[config.mk]
export PLATFORM = sky130hd
export DESIGN_NAME = qenc_position_counter
export DESIGN_NICKNAME = d
export VERILOG_FILES = /design/src/rtl/qenc_pkg.sv /design/src/rtl/qenc_phase_sync.sv /design/src/rtl/qenc_step_decode.sv /design/src/rtl/qenc_pos_counter.sv /design/src/rtl/qenc_position_counter.sv
export SDC_FILE = /design/constraint.sdc
export NUM_CORES = 1
export LEC_CHECK = 0
export BUFFER_PORTS_ARGS = -buffer_cell sky130_fd_sc_hd__buf_2
export CELL_PAD_IN_SITES_DETAIL_PLACEMENT = 0
export CELL_PAD_IN_SITES_GLOBAL_PLACEMENT = 2
export CORE_MARGIN = 10
export CORE_UTILIZATION = 36
export DETAILED_ROUTE_END_ITERATION = 10
export PLACE_DENSITY_LB_ADDON = 0.08
export SYNTH_ARGS = -nofsm -noshare
export SYNTH_HDL_FRONTEND = slang
export SYNTH_SLANG_ARGS = --single-unit
export TNS_END_PERCENT = 10
[constraint.sdc]
create_clock -name clk -period 3.8 [get_ports clk]
set_clock_uncertainty 0.2 [all_clocks]
set_input_delay 0.19 -clock clk [delete_from_list [all_inputs] [get_ports clk]]
set_output_delay 0.19 -clock clk [all_outputs]
set_load 0.005 [all_outputs]
[src/rtl/qenc_pkg.sv]
package qenc_pkg;

    // Phase pair {A,B} as a state
    typedef enum logic [1:0] {
        PH_00 = 2'b00,
        PH_01 = 2'b01,
        PH_11 = 2'b11,
        PH_10 = 2'b10
    } phase_e;

    // Classified move between two consecutive phase samples
    typedef enum logic [1:0] {
        MV_HOLD = 2'd0,
        MV_FWD  = 2'd1,
        MV_REV  = 2'd2,
        MV_SKIP = 2'd3
    } move_e;

    // Successor of a phase on the forward ring
    function automatic phase_e fwd_next(input phase_e p);
        phase_e n;
        unique case (p)
            PH_00: n = PH_01;
            PH_01: n = PH_11;
            PH_11: n = PH_10;
            PH_10: n = PH_00;
            default: n = PH_00;
        endcase
        return n;
    endfunction

    // Successor of a phase on the reverse ring
    function automatic phase_e rev_next(input phase_e p);
        phase_e n;
        unique case (p)
            PH_00: n = PH_10;
            PH_10: n = PH_11;
            PH_11: n = PH_01;
            PH_01: n = PH_00;
            default: n = PH_00;
        endcase
        return n;
    endfunction

endpackage

[src/rtl/qenc_phase_sync.sv]
module qenc_phase_sync #(
    parameter int CH          = 2,
    parameter int SYNC_STAGES = 1
) (
    input  logic          clk,
    input  logic          clr,
    input  logic [CH-1:0] raw_in,
    output logic [CH-1:0] cur_out,
    output logic [CH-1:0] prev_out
);
    localparam int LAST = SYNC_STAGES - 1;

    logic [CH-1:0] meta_q [SYNC_STAGES];
    logic [CH-1:0] cur_q;
    logic [CH-1:0] prev_q;

    // Synchronizer stages: plain flop-to-flop, nothing in between
    always_ff @(posedge clk) begin
        meta_q[0] <= raw_in;
    end

    generate
        for (genvar s = 1; s < SYNC_STAGES; s++) begin : g_extra
            always_ff @(posedge clk) begin
                meta_q[s] <= meta_q[s-1];
            end
        end
    endgenerate

    // Current and previous-cycle phase registers
    always_ff @(posedge clk) begin
        cur_q  <= meta_q[LAST];
        prev_q <= cur_q;
    end

    assign cur_out  = cur_q;
    assign prev_out = prev_q;

    // Previous sample is exactly the current sample one cycle late
    AST_PREV_TRACKS_CUR: assert property (@(posedge clk) disable iff (clr)
        prev_out == $past(cur_out));

endmodule

[src/rtl/qenc_step_decode.sv]
module qenc_step_decode
    import qenc_pkg::*;
(
    input  logic   clk,
    input  logic   clr,
    input  phase_e prev_ph,
    input  phase_e cur_ph,
    output logic   step_en,
    output logic   step_dir
);
    move_e mv;
    logic  en_q;
    logic  dir_q;

    // Move classification over the full four-input table
    always_comb begin
        unique case (prev_ph)
            PH_00, PH_01, PH_11, PH_10: begin
                if (cur_ph == prev_ph)                mv = MV_HOLD;
                else if (cur_ph == fwd_next(prev_ph)) mv = MV_FWD;
                else if (cur_ph == rev_next(prev_ph)) mv = MV_REV;
                else                                  mv = MV_SKIP;
            end
            default: mv = MV_HOLD;
        endcase
    end

    // Registered outputs of the table
    always_ff @(posedge clk) begin
        if (clr) begin
            en_q  <= 1'b0;
            dir_q <= 1'b0;
        end else begin
            en_q  <= (mv == MV_FWD) || (mv == MV_REV);
            dir_q <= (mv == MV_REV);
        end
    end

    assign step_en  = en_q;
    assign step_dir = dir_q;

    AST_HOLD_NO_STEP: assert property (@(posedge clk) disable iff (clr)
        (prev_ph == cur_ph) |=> !step_en);
    AST_SKIP_NO_STEP: assert property (@(posedge clk) disable iff (clr)
        ((prev_ph ^ cur_ph) == 2'b11) |=> !step_en);
    AST_CLEAR_DROPS_EN: assert property (@(posedge clk)
        clr |=> !step_en);

endmodule

[src/rtl/qenc_pos_counter.sv]
module qenc_pos_counter #(
    parameter int POS_W = 32
) (
    input  logic             clk,
    input  logic             clr,
    input  logic             step_en,
    input  logic             step_dir,
    output logic [POS_W-1:0] pos
);
    localparam logic [POS_W-1:0] ONE = POS_W'(1);

    logic [POS_W-1:0] pos_q;

    always_ff @(posedge clk) begin
        if (clr)
            pos_q <= '0;
        else if (step_en)
            pos_q <= step_dir ? pos_q - ONE : pos_q + ONE;
    end

    assign pos = pos_q;

    AST_CLEAR_ZERO: assert property (@(posedge clk)
        clr |=> pos == '0);
    AST_IDLE_STABLE: assert property (@(posedge clk) disable iff (clr)
        !step_en |=> $stable(pos));

endmodule

[src/rtl/qenc_position_counter.sv]
module qenc_position_counter
    import qenc_pkg::*;
#(
    parameter int POS_W       = 32,
    parameter int SYNC_STAGES = 1
) (
    input  logic             clk,
    input  logic             clr,
    input  logic             enc_a,
    input  logic             enc_b,
    output logic [POS_W-1:0] position
);
    localparam logic [POS_W-1:0] ONE = POS_W'(1);

    logic [1:0] cur_bits;
    logic [1:0] prev_bits;
    logic       step_en;
    logic       step_dir;

    qenc_phase_sync #(
        .CH          (2),
        .SYNC_STAGES (SYNC_STAGES)
    ) sync_i (
        .clk      (clk),
        .clr      (clr),
        .raw_in   ({enc_a, enc_b}),
        .cur_out  (cur_bits),
        .prev_out (prev_bits)
    );

    qenc_step_decode decode_i (
        .clk      (clk),
        .clr      (clr),
        .prev_ph  (phase_e'(prev_bits)),
        .cur_ph   (phase_e'(cur_bits)),
        .step_en  (step_en),
        .step_dir (step_dir)
    );

    qenc_pos_counter #(
        .POS_W (POS_W)
    ) counter_i (
        .clk      (clk),
        .clr      (clr),
        .step_en  (step_en),
        .step_dir (step_dir),
        .pos      (position)
    );

    AST_SINGLE_STEP: assert property (@(posedge clk) disable iff (clr)
        1'b1 |=> (position == $past(position)) ||
                 (position == $past(position) + ONE) ||
                 (position == $past(position) - ONE));

endmodule

== After elaboration in Yosys (flattened, before gate mapping) ==
Memories as Yosys holds them, arrays and structs flattened. A register that Yosys moved wholly into a read port is not among the register bits.
Index checks and enable logic that the tools add are counted.
Widths: inputs -> output; s select.
Storage, ports and cells
  register bits after elaboration: 36
  RAM bits: 2
  input bits: 4
  output and inout port bits: 32
  logic and storage cells: 30
  memories kept: 1
Memories
  sync_i.meta_q: depth 1, bits a word 2, rd ports 1, clocked after Yosys merged registers in 1, wr ports 1, RTL line qenc_phase_sync.sv:13  | logic [CH-1:0] meta_q [SYNC_STAGES];
Cells by class
  add/sub/neg operators: 2
  equal/unequal tests: 8
  muxes and demuxes: 12
  reductions and logical operators: 3
Operator list (number)
  $add 32x1->32 const B: 1
  $mux 32: 1
  $sub 32x1->32 const B: 1
  $mux 2: 8
  $pmux 2 s4: 2
  $eq 2x2->1: 3
  $eq 2x2->1 const B: 3
  $eq 2x1->1 const B: 2
  $reduce_or 4->1: 1
  $logic_not 2->1: 1
  $logic_or 1x1->1: 1
  $mux 1: 1

== Logic depth before layout (Yosys ltp) ==
Gate-level depths: netlist of the first run.
  depth after elaboration: 15
  depth in mapped cells: 9
  mapped depth without buffers: 8

== Modules after synthesis ==
Synthesis of the first run repeated with hierarchy kept, for this count alone.
Second synthesis, totals
  cell total of the unflattened synthesis: 378
  area, all modules: 3091.7 µm²
Modules (own cells, without submodules)
  qenc_pos_counter: times used 1, cells each 358, area an instance 2859.0 µm², sequential area each 640.6 µm²
  qenc_phase_sync: times used 1, cells each 6, area an instance 120.1 µm², sequential area each 120.1 µm²
  qenc_step_decode: times used 1, cells each 14, area an instance 112.6 µm², sequential area each 40.0 µm²

== Worst setup path before layout of the first run ==
No wires, ideal clock.
  path kind: register to register
  start: register decode_i.dir_q, in the netlist decode_i.step_dir
  end: register counter_i.pos_q[29], in the netlist counter_i.pos[29]
  library setup time: 0.117 ns
  data arrival time: 2.697 ns
  required time: 3.483 ns
  setup slack: 0.785 ns
  stages on the path, launching flop included: 9
  path buffers: 0
  clock period less this slack: 3.015 ns
  cells stage by stage: dfxtp_1 -> ha_1 -> and3_1 -> and2_4 -> a2111oi_4 -> a211oi_1 -> o21ai_0 -> mux2i_1 -> nand2_1
On the way
  cells in the longest elaborated chain, start to end: 1
RTL lines
  from (decl): RTL line qenc_step_decode.sv:13  | logic dir_q;
  from (signal assigned): RTL line qenc_step_decode.sv:35  | dir_q <= (mv == MV_REV);
  $mux 32: RTL line qenc_pos_counter.sv:18  | pos_q <= step_dir ? pos_q - ONE : pos_q + ONE;
  to (signal assigned): RTL line qenc_pos_counter.sv:18
  to (decl): RTL line qenc_pos_counter.sv:12  | logic [POS_W-1:0] pos_q;
Every way passes these cells.
A chain may end at the register's enable or synchronous reset.

== Worst setup path in the final report of the first run ==
  start: register decode_i.dir_q, in the netlist decode_i.step_dir
  end: register counter_i.pos_q[28], in the netlist counter_i.pos[28]
Same word-level chain as after synthesis.

==> results.md, run 1 <==
- Seq/Total Area, Yosys: around a quarter
- FF+latch area: about 800 um2
- Fin crit share: 73.3%
- WL final: 8400 um
- Root buffer cell: clkbuf_8
- First drt pass iteration count: 4
- Async SR Flop Fraction: 0%
- Synth warn: 0
- Gr ovfl total: 0
- Worst hold-check path type: flop to flop
- Post-layout util: 41.9%
- WP data arrival: roughly 2800 ps
- Max-Cap Viols: 0
- Cells after synthesis: 392
- Largest net degree at the start of global routing: between 40 and 50
- Clk sinks: 40
- Synth top area share: 24.7%
- Pwr Density: about 310 mW/mm2
- Initial Util: a little under two fifths
- Sequential share of power: between 40% and 50%
- Netlist cell types: just under 60
- Initial antenna violation count: 0
- Synth Cell Area: roughly 0.0032 mm2
- Gpl congestion: just under 0.8
- Final setup violation count: 0
- CTS tree: yes
- CTS Buffer Depth: 2
- Min Tclk post-route: approximately 2800 ps
- IO Pins: 36
- Most numerous cell in the Yosys netlist: dfxtp_1
- CP max stage cell: dfxtp_1
- CP Cell Sequence: buf_12 > ha_1 > a21o_1 > a21oi_1 > nand4_2 > a21o_1 > a211oi_2 > a2111o_1 > o211ai_1
- Switch share: between 30% and 40%
- Syn nets: between 400 and 500
- Via count: between 2,000 and 3,000
- Top FF cell, synth: dfxtp_1
- Outcome: finished clean
- Fin. Hold Viols: 0
- Max frequency: between 300 and 400 MHz
- Cell taking the most area after synthesis: dfxtp_1
- Synthesized area per cell: 8.26 um2
- TNS Setup: 0 ps
- Total Power: 1.15 mW
- Kind of end point of the critical path: flop
- Port buffer count: 35
- # fillers: around 900
- Die Wd: approximately 110 um
- Synth top cells by count: 40 x dfxtp_1, 39 x nor2_1, 31 x ha_1
- Worst-Skew Late Latency: 310 ps
- Core ar.: 0.00872 mm2
- FF+latch count, synth: 40
- Total clock buffers created by CTS: 5
- Synthesis-to-layout area growth: 12.9%
- Top cell by count, worst path: a21o_1
- RSZ-0062 raised after global routing: no
- # DRC: 0
- Dpl hpwl: 6300 um
- Leak pwr: about 1.7 nW
- Worst Path Required: roughly 3800 ps
- P_sw: 0.378 mW
- Worst-path fanout max: 37
- P_int: between 0.7 and 0.8 mW
- Layout cells sized above 1: between 10% and 20%
- Final Max Slew Viols: 0
- Critical path's largest stage delay: roughly 360 ps
- Multi-input logic area: approximately 0.0023 mm2
- Slew headroom: between 40 and 50%
- Type of origin of the critical path: flop
- Num rows: 34
- Power share of the clock group: roughly 33%
- H-tree levels: 2
- Post-route ant nets: 0
- Slew @ Worst Pin: 788 ps
- WS Path Type: flop to flop
- Die Ht: between 100 and 150 um
- Combinational share of power: about a quarter
- Top cells by area, synth: dfxtp_1 25%, ha_1 12%, nor2_1 4.5%, mux2i_1 3.7%, a21o_1 3.5%
- Nets: roughly 460
- Number of global-route vias before repair: ~2,800
- Final Instance Area: approximately 0.0037 mm2
- Number of synthesized flops with an enable pin: 0
- Via density: ~5.5
- Die area: 0.0132 mm2
- Placed Area: around 0.0035 mm2
- Clock-pin slew on the worst setup and hold paths: approximately 90 ps
- Maximum VDD drop: 0.166 mV
- Routed wire per std cell: 15.9 um
- Antenna cells: 0
- Initial DRC count: 103
- Gr usage total: between 10 and 15%
- First-pass GRT wire length: roughly 14,000 um
routing by layer:
metal / GRT usage [%] / wire length, um / vias up
met1: 17.4 / 4310 / 1356
met5: 0 / 0 / -
li1: - / - / 1517
met2: 19.8 / 3660 / 45
met3: 2.81 / 376 / 4
met4: 2.89 / 54 / 0
logic make-up after synthesis:
group | Yosys count | synth area share [%]
AND/OR/NAND/NOR | 140 | 23.1
multiplexers | 13 | 4.06
buffers and inverters | 27 | 3.21
AO/OA/AOI/OAI | 119 | 26.7
XOR/XNOR | 21 | 5.68
flip-flops | 40 | 24.7
adder cells (fa/ha/maj) | 32 | 12.6
critical path, delay by kind of cell, from the launching register on:
family | cells | cell delay, ps
AOI/OAI and AO/OA | 6 | 1300
adders and majority gates | 1 | 330
buffers and inverters | 1 | 210
DFF | 1 | 360
and+or+nand+nor | 1 | 230
area by class of cell:
class | count | area share, %
clock buffers | 5 | 1.88
clock inverters | 3 | 1.30
inverters | 8 | 0.821
multi-input cells | 325 | 63.9
flip-flops and latches | 40 | 21.9
well taps | 108 | 3.70
repair buffers | 41 | 6.50
worst paths after layout:
kind                                start                        endpoint  slack (ps)  depth (start not counted)
max          decode_i.step_dir$_SDFF_PP0_  counter_i.pos[28]$_SDFFE_PP0P_        1010                          9
min           sync_i.meta_q[0][0]$_DFF_P_       sync_i.cur_out[0]$_DFF_P_         130                          0
max reg2reg  decode_i.step_dir$_SDFF_PP0_  counter_i.pos[28]$_SDFFE_PP0P_        1010                          9
min reg2reg   sync_i.meta_q[0][0]$_DFF_P_       sync_i.cur_out[0]$_DFF_P_         130                          0
metrics by stage:
step           std cells  worst slack [ps]  hold slack [ps]
5_1_grt              530               799              151
3_3_place_gp         520              1050             93.6
2_1_floorplan        392               785             17.7
3_5_place_dp         520               999             94.0
6_report             530              1010              133
4_1_cts              530               990              136
repair_timing:
action | in CTS | in global routing
endpoints found under the hold margin | 2 | 0
hold buffers | 2 | 0
gates resized for setup | 0 | 0
buffers inserted | 0 | 0
power by group through the flow:
| stage | registers, mW | clock network [mW] | logic [mW] |
|---|---|---|---|
| global placement | 0.499 | 0 | 0.282 |
| floorplan | 0.486 | 0 | 0.209 |
| CTS | 0.490 | 0.397 | 0.283 |
| detailed placement | 0.499 | 0 | 0.280 |
| finish | 0.488 | 0.381 | 0.280 |
| global route | 0.495 | 0.421 | 0.314 |
sequential cells by signal, indices dropped and copies added, names as in the netlist:
signal,flops
counter_i.pos,32
decode_i.step_dir,1
decode_i.step_en,1
sync_i.cur_out,2
sync_i.meta_q,2
sync_i.prev_out,2
cells in the final DEF, fill, tap and decap left out, types with 9 or more instances in the layout:
master	count
o21ai_0	13
a21o_1	15
nand2_1	28
nor3_1	9
nor2b_1	9
a31oi_1	10
dfxtp_1	39
a21oi_1	22
nand2b_1	14
buf_2	35
ha_1	31
xor2_1	12
mux2i_1	12
nor2_1	39
xnor2_1	9
a211oi_1	12
Note: power is estimated with default switching activity, not from simulation.
==> run 2, diff against run 1 <==
Clock period 3.8 ns to 2.6 ns, I/O delays scaled along.
==> results.md, run 2 (same netlist as run 1, synthesis figures left out) <==
- Worst hold-check path type: input port to flop (was flop to flop)
- CP max stage cell: dfxtp_4 (was dfxtp_1)
- Dpl hpwl: 6860 um (was 6300 um)
- P_int: 1.10 mW (was 0.771 mW)
- Worst Path Required: 2580 ps (was 3760 ps)
- Power share of the clock group: 26.8% (was 33.1%)
- Critical path's largest stage delay: 380 ps (was 360 ps)
- Commonest non-fill, non-tap cell in the layout: buf_4
- Worst-path fanout max: 13 (was 37)
- First drt pass iteration count: 4 (unchanged)
- Max frequency: 387 MHz (was 359 MHz)
- CTS tree: yes (unchanged)
- Final hold slack: 69.0 ps (was 133 ps)
- Pwr Density: 400 mW/mm2 (was 314 mW/mm2)
- Pre-CTS setup slack: -67.7 ps (was 999 ps)
- Max-Cap Viols: 0 (unchanged)
- Max reg flops: 32 (unchanged)
- # fillers: 843 (was 907)
- H-tree levels: 2 (unchanged)
- Gpl congestion: 0.809 (was 0.791)
- Port buffer count: 35 (unchanged)
- Die Ht: 115 um (unchanged)
- WL final: 9020 um (was 8400 um)
- Post-route ant nets: 0 (unchanged)
- Root buffer cell: clkbuf_8 (unchanged)
- First-pass GRT wire length: 15,000 um (was 14,000 um)
- Initial antenna violation count: 0 (unchanged)
- Num rows: 34 (unchanged)
- Final Instance Area: 0.00420 mm2 (was 0.00366 mm2)
- Maximum VDD drop: 0.373 mV (was 0.166 mV)
- Fin. Hold Viols: 0 (unchanged)
- Placed Area: 0.00383 mm2 (was 0.00352 mm2)
- Initial DRC count: 159 (was 103)
- Worst-Skew Late Latency: 310 ps (about the same)
- Fin crit share: 99.3% (was 73.3%)
- Die Wd: 115 um (unchanged)
- Layout cells sized above 1: 30.0% (was 15.9%)
- IO Pins: 36 (unchanged)
- # DRC: 0 (unchanged)
- Min Tclk post-route: 2580 ps (was 2790 ps)
- Synthesis-to-layout area growth: 29.6% (was 12.9%)
- WS Path Type: flop to flop (unchanged)
- Post-route insts no fill: 578 (was 530)
- Number of global-route vias before repair: 2,974 (was 2,778)
- Via count: 3,112 (was 2,922)
- Die area: 0.0132 mm2 (unchanged)
- Clock-pin slew on the worst setup and hold paths: 100 ps (was 90 ps)
- CTS Buffer Depth: 2 (unchanged)
- Slew @ Worst Pin: 560 ps (was 788 ps)
- Gr ovfl total: 0 (unchanged)
- Total clock buffers created by CTS: 5 (unchanged)
- Nets: 505 (was 457)
- Kind of end point of the critical path: flop (unchanged)
- WP data arrival: 2560 ps (was 2750 ps)
- TNS Setup: 0 ps (unchanged)
- Gr usage total: 13.6% (was 12.7%)
- Commonest cells after routing, fill and taps aside: 50 x buf_4, 38 x nor2_1, 38 x dfxtp_1 (was 39 x nor2_1, 39 x dfxtp_1, 35 x buf_2)
- Final WS setup: 17.7 ps (was 1010 ps)
- Via density: 5.38 (was 5.51)
- CP Cell Sequence: buf_4 > buf_12 > ha_1 > a21o_1 > a2111oi_4 > buf_4 > a211oi_2 > nor2_1 > xor2_1 > o22ai_1 (was buf_12 > ha_1 > a21o_1 > a21oi_1 > nand4_2 > a21o_1 > a211oi_2 > a2111o_1 > o211ai_1)
- Total Power: 1.68 mW (was 1.15 mW)
- RSZ-0062 raised after global routing: yes (was no)
- Initial Util: 37.1% (unchanged)
- Switch share: 34.7% (was 32.9%)
- Outcome: finished clean (unchanged)
- Sequential share of power: 42.4% (was 42.5%)
- Placed cells: 561 (was 520)
- Core ar.: 0.00872 mm2 (unchanged)
- Leak pwr: 1.87 nW (was 1.66 nW)
- P_sw: 0.582 mW (was 0.378 mW)
- Combinational share of power: 30.8% (was 24.4%)
- Clk sinks: 40 (unchanged)
- Final Max Slew Viols: 0 (unchanged)
- Antenna cells: 0 (unchanged)
- Final setup violation count: 0 (unchanged)
- Slew headroom: 62.7% (was 47.5%)
- Type of origin of the critical path: flop (unchanged)
- Routed wire per std cell: 15.6 um (was 15.9 um)
- Largest net degree at the start of global routing: 32 (was 47)
- Top cell by count, worst path: buf_4 (was a21o_1)
- Post-layout util: 48.1% (was 41.9%)
## run 2: cell count changes in the layout (fill, tap and decap cells not counted), sizes merged
cell,previous run,this run
clkinvlp,0,2
bufinv,1,0
clkinv,2,1
buf,39,87
## run 2: repair_timing
action / CTS / global route
resized for setup: 17 / 22
hold buffers: 2 / 0
endpoints found under the hold margin: 2 / 0
pin swaps: 11 / 17
buffers inserted: 7 / 0
setup endpoints to repair: 12 / 23
## run 2: worst paths after layout
check	from	to	slack (ps)	depth (start not counted)
max	decode_i.step_dir$_SDFF_PP0_	counter_i.pos[25]$_SDFFE_PP0P_	20	10
min	clr	counter_i.pos[13]$_SDFFE_PP0P_	70	2
max reg2reg	decode_i.step_dir$_SDFF_PP0_	counter_i.pos[25]$_SDFFE_PP0P_	20	10
min reg2reg	sync_i.meta_q[0][0]$_DFF_P_	sync_i.cur_out[0]$_DFF_P_	130	0
## run 2: routing by layer
layer | global-route usage, % | wire, um | vias to the layer above
met2 | 21.5 | 4070 | 39
met4 | 2.48 | 53 | 0
met3 | 2.81 | 297 | 4
met1 | 18.9 | 4600 | 1449
met5 | 0 | 0 | -
li1 | - | - | 1620
## run 2: cell type report
cell class	count	area [um2]	area share, %
clock inverter	3	23.8	0.566
sequential	40	806	19.2
multi-input combinational	325	2530	60.3
inverter	8	30.0	0.715
timing repair buffer	89	606	14.4
clock buffer	5	68.8	1.64
tap	108	135	3.22
## run 2: power by group through the flow
stage	combinational [mW]	sequential (mW)	clock, mW
2_1_floorplan	0.306	0.709	0
3_3_place_gp	0.474	0.727	0
3_5_place_dp	0.473	0.728	0
4_1_cts	0.507	0.712	0.475
5_1_grt	0.576	0.722	0.495
6_report	0.517	0.712	0.450
## run 2: worst max-delay path, delay by kind of cell, from the launching register on
family | cells | cell delay [ps]
fa+ha+maj | 1 | 320
xor+xnor | 1 | 180
buf+inv | 3 | 480
simple gates | 1 | 200
compound gates | 4 | 700
flops | 1 | 380
